## src/rtl/boot_mode_pkg.sv

```systemverilog
package boot_mode_pkg;
  typedef struct packed {
    logic cntClr;
    logic cntInc;
  } cntCmd_t;

  typedef struct packed {
    logic rstHigh;
    logic psenFall;
    logic cntAtRst;
    logic cntPastHost;
  } dpStat_t;
endpackage

```

## src/rtl/boot_mode_dp.sv

```systemverilog
module boot_mode_dp
  import boot_mode_pkg::*;
#(
  parameter int SYNC_N   = 2,
  parameter int CNT_W    = 4,
  parameter int RST_CYC  = 2,
  parameter int HOST_CYC = 10
) (
  input  logic             clk,
  input  logic             porN,
  input  logic             rstPin,
  input  logic             psenPin,
  input  cntCmd_t          cmd,
  output dpStat_t          stat,
  output logic [CNT_W-1:0] hiCnt
);
  localparam logic [CNT_W-1:0] RST_LIM  = CNT_W'(RST_CYC);
  localparam logic [CNT_W-1:0] HOST_LIM = CNT_W'(HOST_CYC);
  localparam logic [CNT_W-1:0] CNT_MAX  = {CNT_W{1'b1}};

  logic [SYNC_N-1:0] rstSync;
  logic [SYNC_N-1:0] psenSync;
  logic              psenPrev;

  always_ff @(posedge clk or negedge porN) begin
    if (!porN) begin
      rstSync  <= '0;
      psenSync <= '1;
    end else begin
      rstSync  <= {rstSync[SYNC_N-2:0], rstPin};
      psenSync <= {psenSync[SYNC_N-2:0], psenPin};
    end
  end

  always_ff @(posedge clk or negedge porN) begin
    if (!porN) psenPrev <= 1'b1;
    else       psenPrev <= psenSync[SYNC_N-1];
  end

  always_ff @(posedge clk or negedge porN) begin
    if (!porN)                            hiCnt <= '0;
    else if (cmd.cntClr)                  hiCnt <= '0;
    else if (cmd.cntInc && hiCnt != CNT_MAX) hiCnt <= hiCnt + 1'b1;
  end

  always_comb begin
    stat.rstHigh     = rstSync[SYNC_N-1];
    stat.psenFall    = psenPrev & ~psenSync[SYNC_N-1];
    stat.cntAtRst    = hiCnt >= RST_LIM;
    stat.cntPastHost = hiCnt > HOST_LIM;
  end
endmodule

```

## src/rtl/boot_mode_ctl.sv

```systemverilog
module boot_mode_ctl
  import boot_mode_pkg::*;
(
  input  logic    clk,
  input  logic    porN,
  input  logic    mcTick,
  input  dpStat_t stat,
  output cntCmd_t cmd,
  output logic    sysRst,
  output logic    hostMode
);
  always_comb begin
    cmd.cntClr = ~stat.rstHigh;
    cmd.cntInc = stat.rstHigh & mcTick;
  end

  always_ff @(posedge clk or negedge porN) begin
    if (!porN) begin
      sysRst   <= 1'b0;
      hostMode <= 1'b0;
    end else if (!sysRst) begin
      if (stat.rstHigh && stat.cntAtRst) begin
        sysRst   <= 1'b1;
        hostMode <= 1'b0;
      end
    end else begin
      if (!stat.rstHigh && mcTick) sysRst <= 1'b0;
      if (stat.rstHigh && stat.psenFall && stat.cntPastHost) hostMode <= 1'b1;
    end
  end
endmodule

```

## src/rtl/boot_mode_detect.sv

```systemverilog
module boot_mode_detect
  import boot_mode_pkg::*;
#(
  parameter int SYNC_N   = 2,
  parameter int CNT_W    = 4,
  parameter int RST_CYC  = 2,
  parameter int HOST_CYC = 10
) (
  input  logic clk,
  input  logic porN,
  input  logic mcTick,
  input  logic rstPin,
  input  logic psenPin,
  output logic sysRst,
  output logic hostMode
);
  cntCmd_t          cmd;
  dpStat_t          stat;
  logic [CNT_W-1:0] hiCnt;

  boot_mode_dp #(
    .SYNC_N(SYNC_N), .CNT_W(CNT_W), .RST_CYC(RST_CYC), .HOST_CYC(HOST_CYC)
  ) dp (
    .clk(clk), .porN(porN), .rstPin(rstPin), .psenPin(psenPin),
    .cmd(cmd), .stat(stat), .hiCnt(hiCnt)
  );

  boot_mode_ctl ctl (
    .clk(clk), .porN(porN), .mcTick(mcTick), .stat(stat),
    .cmd(cmd), .sysRst(sysRst), .hostMode(hostMode)
  );
endmodule

```

## config.mk

```make
export PLATFORM = sky130hd
export DESIGN_NAME = boot_mode_detect
export DESIGN_NICKNAME = d
export VERILOG_FILES = /design/src/rtl/boot_mode_pkg.sv /design/src/rtl/boot_mode_dp.sv /design/src/rtl/boot_mode_ctl.sv /design/src/rtl/boot_mode_detect.sv
export SDC_FILE = /design/constraint.sdc
export NUM_CORES = 1
export LEC_CHECK = 0
export BUFFER_PORTS_ARGS = -buffer_cell sky130_fd_sc_hd__buf_2
export CAP_MARGIN = 20
export CORE_AREA = 2 2 39 41
export CTS_BUF_LIST = sky130_fd_sc_hd__clkbuf_16
export CTS_CLUSTER_SIZE = 10
export DETAILED_ROUTE_END_ITERATION = 8
export DIE_AREA = 0 0 41 43
export MAX_ROUTING_LAYER = met4
export PLACE_DENSITY_LB_ADDON = 0.2
export SLEW_MARGIN = 10
export SYNTH_ARGS = -nofsm -noshare
export SYNTH_HDL_FRONTEND = slang
export SYNTH_SLANG_ARGS = --single-unit
```

## constraint.sdc

```tcl
create_clock -name clk -period 1.15 [get_ports clk]
set_input_delay 0.0575 -clock clk [delete_from_list [all_inputs] [get_ports clk]]
set_output_delay 0.0575 -clock clk [all_outputs]
set_load 0.05 [all_outputs]
```

==> results of run 1 <==
-- sequential cells by signal, summed over array words and instances, names as in the netlist --
name          cells
dp.psenPrev       1
ctl.sysRst        1
dp.hiCnt          4
ctl.hostMode      1
dp.rstSync        2
dp.psenSync       2
-- final cells by class --
type                    instances  area [µm²]
flip-flops and latches         11       281.5
fillers                       124       698.2
well taps                      16       20.02
multi-input cells              22       210.2
repair buffers                 12       86.33
inverters                       2       7.507
clock buffers                   3       75.07
clock inverters                 1       5.005
-- through the flow --
stage	TNS (ns)	hold WS (ns)
after floorplan	0	-0.2381
after global placement	0	-0.07081
after detailed placement	-0.1130	-0.06375
after CTS	-0.1035	0.1498
after global routing	-0.1177	0.1588
final	-0.007530	0.1458
-- path summary, 6_finish.rpt --
| path | to | cells past startpoint | slack, ns |
|---|---|---|---|
| max | ctl.hostMode | 5 | -0.008 |
| min reg2reg | dp.rstSync[1] | 0 | 0.35 |
| max reg2reg | ctl.hostMode | 5 | -0.008 |
| min | dp.hiCnt[0] | 3 | 0.15 |
| min in group asynchronous | ctl.hostMode | 2 | 0.22 |
| max in group asynchronous | dp.psenSync[0] | 2 | 0.67 |
-- logic make-up after synthesis --
logic type	synth area share (%)
compound gates	12.53
fa+ha+maj	5.449
buf+inv	1.635
flops	60.76
simple gates	19.62
-- what timing repair did --
item                                    CTS  global route
pin swaps                                 1             2
endpoints found under the hold margin    13             0
endpoints found under the setup margin    3             4
setup buffers                             0             1
resized for setup                         1             7
hold buffers                              3             0
-- report_power, final --
part           internal, mW  switching [mW]  total (mW)
sequential            0.417          0.0211       0.438
clock                 0.460           0.169       0.629
combinational        0.0534          0.0723       0.126
total                 0.930           0.263        1.19
-- placed cells by master (no fill, tap or decap), drive strengths merged --
cell type / count
buf: 9
dfrtp: 8
clkbuf: 3
dfstp: 3
dlygate4sd3: 3
o21ai: 3
inv: 2
nor2b: 2
nand3: 2
o211a: 2
and4b: 2
ha: 2
o311ai: 1
and2: 1
nand2: 1
nand4: 1
a21oi: 1
nor3b: 1
and4: 1
nand3b: 1
o2bb2ai: 1
clkinv: 1
-- worst min-delay path, stage by stage --
cell	delay [ns]
buf_2	0.14
nand4_1	0.09
o21ai_1	0.06
-- per-layer routing --
metal  wire, µm  up-vias  GRT usage (%)
li1           -      164              -
met5          0        -              -
met4         35        0          10.00
met2        480       10          20.94
met3         52        5          6.283
met1        375      169          15.99
==> metrics.txt, run 1 <==
pwr/cell area=between 1500 and 2000 nW/µm²; Synth top area share=43.60%; Routed Antenna Nets=0; leakage power=about 0.32 nW; final cell count without fillers=67; first-pass GRT wire length=roughly 1.6 mm; leading cell types by total area after synthesis=dfrtp_1 44%, dfstp_2 17%, ha_1 5.4%; area of placed instances=approximately 530 µm²; CORE AREA=between 1000 and 1500 µm²; Buffers & Inverters on Critical Path=1; endpoint type of the worst setup path=flip-flop; CTS H-tree depth=1; average vias per placed instance=just over 5; synthesized area per cell=around 13 µm²; EDFF count, synth=0; worst setup path class=flip-flop to flip-flop; sequential element share of the synthesized area=60.76%; Setup violations, final=1; half-perimeter wire length of the detailed placement result=around 710 µm; I/O pin count=7; effective utilization at floorplan=about a third; VDD IR max=about 1.2 mV; die area=1763 µm²; number of design-rule violations left by the first detailed-router iteration=1; grt ovf=0; overall track demand over capacity in global routing=between 10% and 20%; maximum number of pins on one net before global-route repair=12; number of nets in the synthesized netlist=between 40 and 50; run status=finished, violations left; crit path time final=about 1.2 ns; flip-flop and latch count after synthesis=11; number of port buffers=6; placer congestion estimate=approximately 0.79; critical path data required time=between 1 and 1.5 ns; worst slack at placement=-0.04391 ns; final core area utilization=between 40% and 50%; die boundary height=43 µm; leading post-synthesis cells by instance count=8 x dfrtp_1, 3 x dfstp_2; NumNets Final=59; total count of max-transition violations in the final report=0; slowest stage delay, CP=between 0.4 and 0.5 ns; mapped cell area=459.2 µm²; number of antenna violations at the first check in global routing=0; total instance count after detailed placement=around 60; data arrival at the endpoint of the critical path=1.31 ns; detailed-route wire length=944 µm; synthesis-to-finish area growth=49.32%; worst min path class=primary input to flip-flop; min setup slack post-route=-0.007530 ns; fin crit share=100.7%; chain of cells forming the critical path=buf_6, ha_4, nor2b_1, o21ai_1, o2bb2ai_1; Post-synth ARST share=100.0%; Post-Route Skew=about 0.0011 ns; post-synthesis cell count=35; crit path from=dp.hiCnt[1]; highest clock rate=863.9 MHz; overall power after layout=1.193 mW; total via count in the routed design=roughly 350; hold wc startpoint=mcTick; failing checks=negative setup slack; Post-synth top flop=dfrtp_1; cell type with the highest aggregate area in the netlist=dfrtp_1; DRC violations left=0; critical path launch point type=flip-flop; worst-case clock buffer depth=2; Antenna Cells=0; Least-Margin Pin Slew=roughly 0.28 ns; Worst path slowest cell=dfrtp_2; fraction of final layout cells with drive strength greater than 1=between 40% and 50%; largest driver fanout on the critical path=4; Num Clock Sinks=11; Final Cell Area=about 690 µm²; via count of the first global-routing pass=between 300 and 400; Synth warnings=0; clock latency on the worst-skew pair=about 0.24 ns; Die Width=between 40 and 50 µm; total clock buffers created by CTS=3; clock transition at the registers of the reported paths=about 0.04 ns; detailed-route wire length per cell=14.09 µm; unrepaired setup endpoints after global routing=yes; DRT Pass-1 Iters=2; clock tree from TritonCTS=done; Final Hold Viols=0; CP delay by family, top=flip-flops; Netlist cell types=20; reg2reg start=dp.hiCnt[1]; Root Buffer Master=clkbuf_16; count of max-cap constraint violations=0; worst slew margin relative to its limit=between 80% and 90%; leading cell type by number of instances after synthesis=dfrtp_1; FP Rows=14
Power figures use the tool's default switching activity.
==> run 2: changes to the inputs <==
- clock period: 1.15 -> 1.2 ns (I/O delays scaled with it)
==> run 2 against run 1 <==
Cell area is 4.6% lower. The run now ends clean. Sequential cell count stayed put. Cell count is 3.0% lower. Sequential share of layout area is 1.6 points higher. Die area stayed put.
==> metrics.txt, run 2 (synthesis gave the netlist of run 1 again) <==
number of design-rule violations left by the first detailed-router iteration=2 (was 1); highest clock rate=853.1 MHz (was 863.9 MHz); detailed-route wire length per cell=13.40 µm (was 14.09 µm); run status=complete, no violations (was finished, violations left); share of power burned in combinational logic=9.2% (was 10.5%); leakage power=0.3074 nW (was 0.3176 nW); total via count in the routed design=319 (was 348); die boundary height=43 µm (unchanged); crit path from=dp.hiCnt[1] (unchanged); critical path launch point type=flip-flop (unchanged); Num Clock Sinks=11 (unchanged); clock latency on the worst-skew pair=0.24 ns (about the same); endpoint type of the worst setup path=flip-flop (unchanged); count of max-cap constraint violations=0 (unchanged); worst slew margin relative to its limit=79.49% (was 81.26%); reg2reg start=dp.hiCnt[1] (unchanged); detailed-route wire length=871 µm (was 944 µm); DRC violations left=0 (unchanged); NumNets Final=57 (was 59); DRT Pass-1 Iters=2 (unchanged); power share of the clock group=53.5% (was 52.7%); cell-internal power=878.9 µW (was 930.0 µW); number of cells traversed by the worst register-to-register path=3 (was 5); effective utilization at floorplan=33.18% (unchanged); first-pass GRT wire length=1.255 mm (was 1.587 mm); total clock buffers created by CTS=3 (unchanged); synthesis-to-finish area growth=42.51% (was 49.32%); fraction of power spent switching nets=21.73% (was 22.03%); final core area utilization=47.29% (was 49.55%); clock tree from TritonCTS=done (unchanged); overall track demand over capacity in global routing=12.13% (was 14.76%); number of post-CTS setup repair buffers=0 (unchanged); grt ovf=0 (unchanged); worst slack at placement=-0.002433 ns (was -0.04391 ns); Die Width=41 µm (unchanged); power share of the sequential group=37.2% (was 36.7%); Setup violations, final=0 (was 1); VDD IR max=0.9976 mV (was 1.152 mV); largest driver fanout on the critical path=4 (unchanged); average vias per placed instance=4.908 (was 5.194); unrepaired setup endpoints after global routing=yes (unchanged); via count of the first global-routing pass=284 (was 366); Antenna Cells=0 (unchanged); pwr/cell area=1716 nW/µm² (was 1740 nW/µm²); FP Rows=14 (unchanged); placer congestion estimate=0.7955 (was 0.7854); clock transition at the registers of the reported paths=0.04 ns (about the same); worst min path class=primary input to flip-flop (unchanged); commonest cells after routing, fill and taps aside=8 x dfrtp_1, 6 x buf_2, 3 x clkbuf_16, 3 x dfstp_2, 3 x dlygate4sd3_1 (was 6 x dfrtp_1, 6 x buf_2, 3 x clkbuf_16, 3 x dfstp_2, 3 x dlygate4sd3_1); Worst Setup EP=ctl.sysRst (was ctl.hostMode); final setup TNS=0 ns (was -0.007530 ns); fraction of final layout cells with drive strength greater than 1=36.73% (was 47.06%); die area=1763 µm² (unchanged); min setup slack post-route=0.02783 ns (was -0.007530 ns); Routed Antenna Nets=0 (unchanged); worst setup path class=flip-flop to flip-flop (unchanged); Reg2Reg Capture Point=ctl.sysRst (was ctl.hostMode); Least-Margin Pin Slew=0.3071 ns (was 0.2810 ns); CORE AREA=1384 µm² (unchanged); crit path time final=1.172 ns (was 1.158 ns); Largest Register=dp.hiCnt (unchanged); Post-Route Skew=0.0005440 ns (was 0.001104 ns); fin crit share=97.68% (was 100.7%); total count of max-transition violations in the final report=0 (unchanged); I/O pin count=7 (unchanged); half-perimeter wire length of the detailed placement result=570.4 µm (was 705.8 µm); most common cell after layout, fill and taps aside=dfrtp_1; number of flip-flops in the largest register=4 (unchanged); critical path data required time=1.30 ns (about the same); data arrival at the endpoint of the critical path=1.27 ns (was 1.31 ns); Root Buffer Master=clkbuf_16 (unchanged); number of antenna violations at the first check in global routing=0 (unchanged); minimum hold slack=0.1670 ns (was 0.1458 ns); Final Hold Viols=0 (unchanged); Switch Pwr=244.0 µW (was 262.8 µW); Regs by FF count=dp.hiCnt (4), dp.psenSync (2), dp.rstSync (2) (unchanged); maximum number of pins on one net before global-route repair=12 (unchanged); worst-case clock buffer depth=2 (unchanged); CTS H-tree depth=1 (unchanged); number of port buffers=6 (unchanged); flop-to-flop setup slack=0.03 ns (was -0.008 ns)
==> run 2: stage by stage <==
| stage | total power, mW | cell area, µm² | cells |
|---|---|---|---|
| CTS | 1.128 | 629.4 | 65 |
| floorplan | 0.4730 | 459.2 | 35 |
| finish | 1.123 | 654.4 | 65 |
| detailed placement | 0.5106 | 516.7 | 58 |
| global route | 1.186 | 654.4 | 65 |
| global placement | 0.5060 | 516.7 | 58 |
==> run 2: how the worst min path moves through the flow <==
stage           start            to  slack (ns)  depth (start not counted)
2_1_floorplan    porN  ctl.hostMode       -0.24                          0
3_3_place_gp     porN  ctl.hostMode       -0.07                          1
3_5_place_dp     porN    ctl.sysRst       -0.06                          1
4_1_cts        mcTick   dp.hiCnt[0]        0.16                          3
5_1_grt        mcTick   dp.hiCnt[0]        0.18                          3
6_report       mcTick   dp.hiCnt[0]        0.17                          3
==> run 2: what timing repair did <==
action / 4_1_cts / 5_1_grt
cloned: 0 / 0
resized for setup: 1 / 3
pin swaps: 0 / 2
hold endpoints to repair: 13 / 0
setup endpoints to repair: 1 / 2
hold buffers: 3 / 0
==> run 2: power groups by stage <==
stage          Combinational (mW)  Sequential (mW)  Clock (mW)
2_1_floorplan              0.0315            0.442           0
3_5_place_dp               0.0912            0.419           0
4_1_cts                    0.0987            0.415       0.615
5_1_grt                     0.115            0.420       0.652
6_report                    0.104            0.418       0.601
3_3_place_gp               0.0889            0.417           0
==> run 2: metal layers <==
layer / global-route usage, % / vias up / part of all wire, %
met5: - / - / 0
met4: 8.000 / 0 / 2.6
met3: 7.853 / 5 / 5.5
met2: 15.31 / 10 / 49
met1: 13.56 / 147 / 42
li1: - / 157 / -
==> run 2: worst max-delay path, stage by stage, from the launching register on <==
cell and delay [ns]:
dfrtp_1 0.41, buf_4 0.17, o311ai_2 0.32, o21ai_0 0.14
==> run 2: final cells by class <==
| class | count | area, µm² |
|---|---|---|
| Sequential cell | 11 | 279.0 |
| Clock buffer | 3 | 75.07 |
| Timing Repair Buffer | 10 | 67.56 |
| Fill cell | 125 | 729.5 |
| Inverter | 2 | 7.507 |
| Clock inverter | 1 | 5.005 |
| Tap cell | 16 | 20.02 |
| Multi-Input combinational cell | 22 | 200.2 |
==> run 3: changes to the inputs <==
- SYNTH_HIERARCHICAL: default -> 1
- clock period: 1.2 -> 1.4 ns (I/O delays scaled with it)
==> run 3 against run 2 <==
Combinational power decreased by 18%. Total power is 15% lower. Sequential share of layout area rose by 0.66 points. Clock power is 14% lower. Routed wire length down 5.3%. Register-to-register slack improved by 0.03 ns. Critical path depth unchanged. First-iteration DRC count grew to 2.5 times the previous value. Sequential power is 16% lower. Largest power group unchanged.
==> metrics.txt, run 3 <==
detailed-route wire length per cell=11.46 µm (was 13.40 µm); half-perimeter wire length of the detailed placement result=567 µm (was 570.4 µm); commonest cells after routing, fill and taps aside=8 x dfrtp_1, 6 x inv_1, 6 x buf_2, 5 x nor2_1 (was 8 x dfrtp_1, 6 x buf_2, 3 x clkbuf_16, 3 x dfstp_2, 3 x dlygate4sd3_1); effective utilization at floorplan=34.81% (was 33.18%); leading cell types by total area after synthesis=dfrtp_1 42%, dfstp_2 16%, ha_1 5.2% (was dfrtp_1 44%, dfstp_2 17%, ha_1 5.4%); worst-case clock buffer depth=2 (unchanged); critical path data required time=1.51 ns (was 1.30 ns); number of antenna violations at the first check in global routing=0 (unchanged); number of nets in the synthesized netlist=50 (was 42); mapped cell area=481.7 µm² (was 459.2 µm²); overall track demand over capacity in global routing=12.75% (was 12.13%); number of fill cells=134 (was 125); pwr/cell area=1479 nW/µm² (was 1716 nW/µm²); post-synthesis cell count=43 (was 35); Die Width=41 µm (unchanged); Setup violations, final=0 (unchanged); die boundary height=43 µm (unchanged); worst setup path class=flip-flop to flip-flop (unchanged); leading cell type by number of instances after synthesis=dfrtp_1 (unchanged); maximum number of pins on one net before global-route repair=12 (unchanged); clock transition at the registers of the reported paths=0.04 ns (about the same); NumNets Final=64 (was 57); endpoint type of the worst setup path=flip-flop (unchanged); EDFF count, synth=0 (unchanged); Post-Route Skew=0.001094 ns (was 0.0005440 ns); cell type with the highest aggregate area in the netlist=dfrtp_1 (unchanged); detailed-route wire length=825 µm (was 871 µm); hold wc startpoint=mcTick (unchanged); fraction of final layout cells with drive strength greater than 1=30.36% (was 36.73%); Synth top area share=41.56% (was 43.60%); most common cell after layout, fill and taps aside=dfrtp_1 (unchanged); final setup TNS=0 ns (unchanged); CTS H-tree depth=1 (unchanged); Final Hold Viols=0 (unchanged); Netlist cell types=19 (was 20); total count of max-transition violations in the final report=0 (unchanged); leading post-synthesis cells by instance count=8 x dfrtp_1, 6 x inv_1, 5 x nor2_1 (was 8 x dfrtp_1, 3 x dfstp_2); Root Buffer Master=clkbuf_16 (unchanged); Antenna Cells=0 (unchanged); number of design-rule violations left by the first detailed-router iteration=5 (was 2); clock latency on the worst-skew pair=0.24 ns (about the same); synthesis-to-finish area growth=33.77% (was 42.51%); average vias per placed instance=4.653 (was 4.908); final core area utilization=46.56% (was 47.29%); sequential element share of the synthesized area=57.92% (was 60.76%); total clock buffers created by CTS=3 (unchanged); grt ovf=0 (unchanged); placer congestion estimate=0.7400 (was 0.7955); flip-flop and latch count after synthesis=11 (unchanged); highest clock rate=743.3 MHz (was 853.1 MHz); count of max-cap constraint violations=0 (unchanged); number of port buffers=6 (unchanged); fin crit share=96.10% (was 97.68%); Num Clock Sinks=11 (unchanged); clock tree from TritonCTS=done (unchanged); Post-synth top flop=dfrtp_1 (unchanged); DRT Pass-1 Iters=4 (was 2); Least-Margin Pin Slew=0.2393 ns (was 0.3071 ns); Regs by FF count=dp/hiCnt (4), dp/psenSync (2), dp/rstSync (2) (was dp.hiCnt (4), dp.psenSync (2), dp.rstSync (2)); crit path time final=1.345 ns (was 1.172 ns); Largest Register=dp/hiCnt (was dp.hiCnt); data arrival at the endpoint of the critical path=1.46 ns (was 1.27 ns); crit path from=dp/hiCnt[1] (was dp.hiCnt[1]); FP Rows=14 (unchanged); die area=1763 µm² (unchanged); critical path launch point type=flip-flop (unchanged); worst slew margin relative to its limit=84.05% (was 79.49%); Synth warnings=6 (was 0); Routed Antenna Nets=0 (unchanged); number of flip-flops in the largest register=4 (unchanged); via count of the first global-routing pass=338 (was 284); VDD IR max=0.6650 mV (was 0.9976 mV); Final Cell Area=644.4 µm² (was 654.4 µm²); largest driver fanout on the critical path=6 (was 4); overall power after layout=953.3 µW (was 1.123 mW); total via count in the routed design=335 (was 319); Post-synth ARST share=100.0% (unchanged); worst min path class=primary input to flip-flop (unchanged); first-pass GRT wire length=1.373 mm (was 1.255 mm); DRC violations left=0 (unchanged); leakage power=0.2960 nW (was 0.3074 nW); CORE AREA=1384 µm² (unchanged); run status=complete, no violations (unchanged); synthesized area per cell=11.20 µm² (was 13.12 µm²); I/O pin count=7 (unchanged); reg2reg start=dp/hiCnt[1] (was dp.hiCnt[1]); area of placed instances=531.8 µm² (was 516.7 µm²)
run 3: kinds of logic after synthesis:
kind of cell,after synthesis,synth area share (%)
and+or+nand+nor,13,14.55
DFF,11,57.92
AOI/OAI and AO/OA,8,11.43
buffers and inverters,7,6.234
muxes,2,4.675
adders and majority gates,2,5.194
run 3: final timing paths:
kind                                   to  slack (ns)  cells after the start
setup / recovery              dp/hiCnt[0]        0.05                      3
hold / removal                 ctl/sysRst        0.05                      2
setup reg to reg              dp/hiCnt[0]        0.05                      3
hold reg to reg            dp/psenSync[1]        0.35                      0
max in group asynchronous     dp/psenPrev        0.91                      2
min in group asynchronous     dp/hiCnt[1]        0.23                      2
run 3: metal layers:
| layer | up-vias | routed length [µm] | track usage [%] |
|---|---|---|---|
| met5 | - | 0 | - |
| met4 | 0 | 0 | 10.00 |
| met3 | 0 | 37 | 4.712 |
| met2 | 7 | 382 | 16.56 |
| met1 | 152 | 405 | 15.20 |
| li1 | 176 | - | - |
run 3: repair_timing:
action | 4_1_cts | 5_1_grt
gates resized for setup | 0 | 1
setup buffers | 0 | 0
hold buffers | 3 | 0
hold endpoints to repair | 13 | 0
endpoints found under the setup margin | 0 | 2
run 3: cell type report:
type	instances	area, µm²	share of cell area [%]
repair buffers	10	67.56	10.49
flip-flops and latches	11	279.0	43.30
inverters	6	22.52	3.495
clock buffers	3	75.07	11.65
multi-input cells	25	175.2	27.18
well taps	16	20.02	3.107
clock inverters	1	5.005	0.7767
run 3: power breakdown:
group	total [mW]	internal [mW]	switching, mW
Combinational	0.0851	0.0304	0.0547
Clock	0.515	0.378	0.137
Sequential	0.353	0.340	0.0133
run 3: stage by stage:
stage	hold slack [ns]	std cells	setup WS, ns
after floorplan	-0.2256	43	0.1106
after global placement	-0.04615	65	0.03492
after detailed placement	-0.04516	65	0.03113
after CTS	0.05754	72	0.02175
after global routing	0.06252	72	-0.006137
final	0.05206	72	0.05463
run 3: critical path: stages (launching register included):
cell     delay, ns
dfrtp_1       0.43
ha_2          0.22
a31oi_2       0.23
mux2_1        0.35
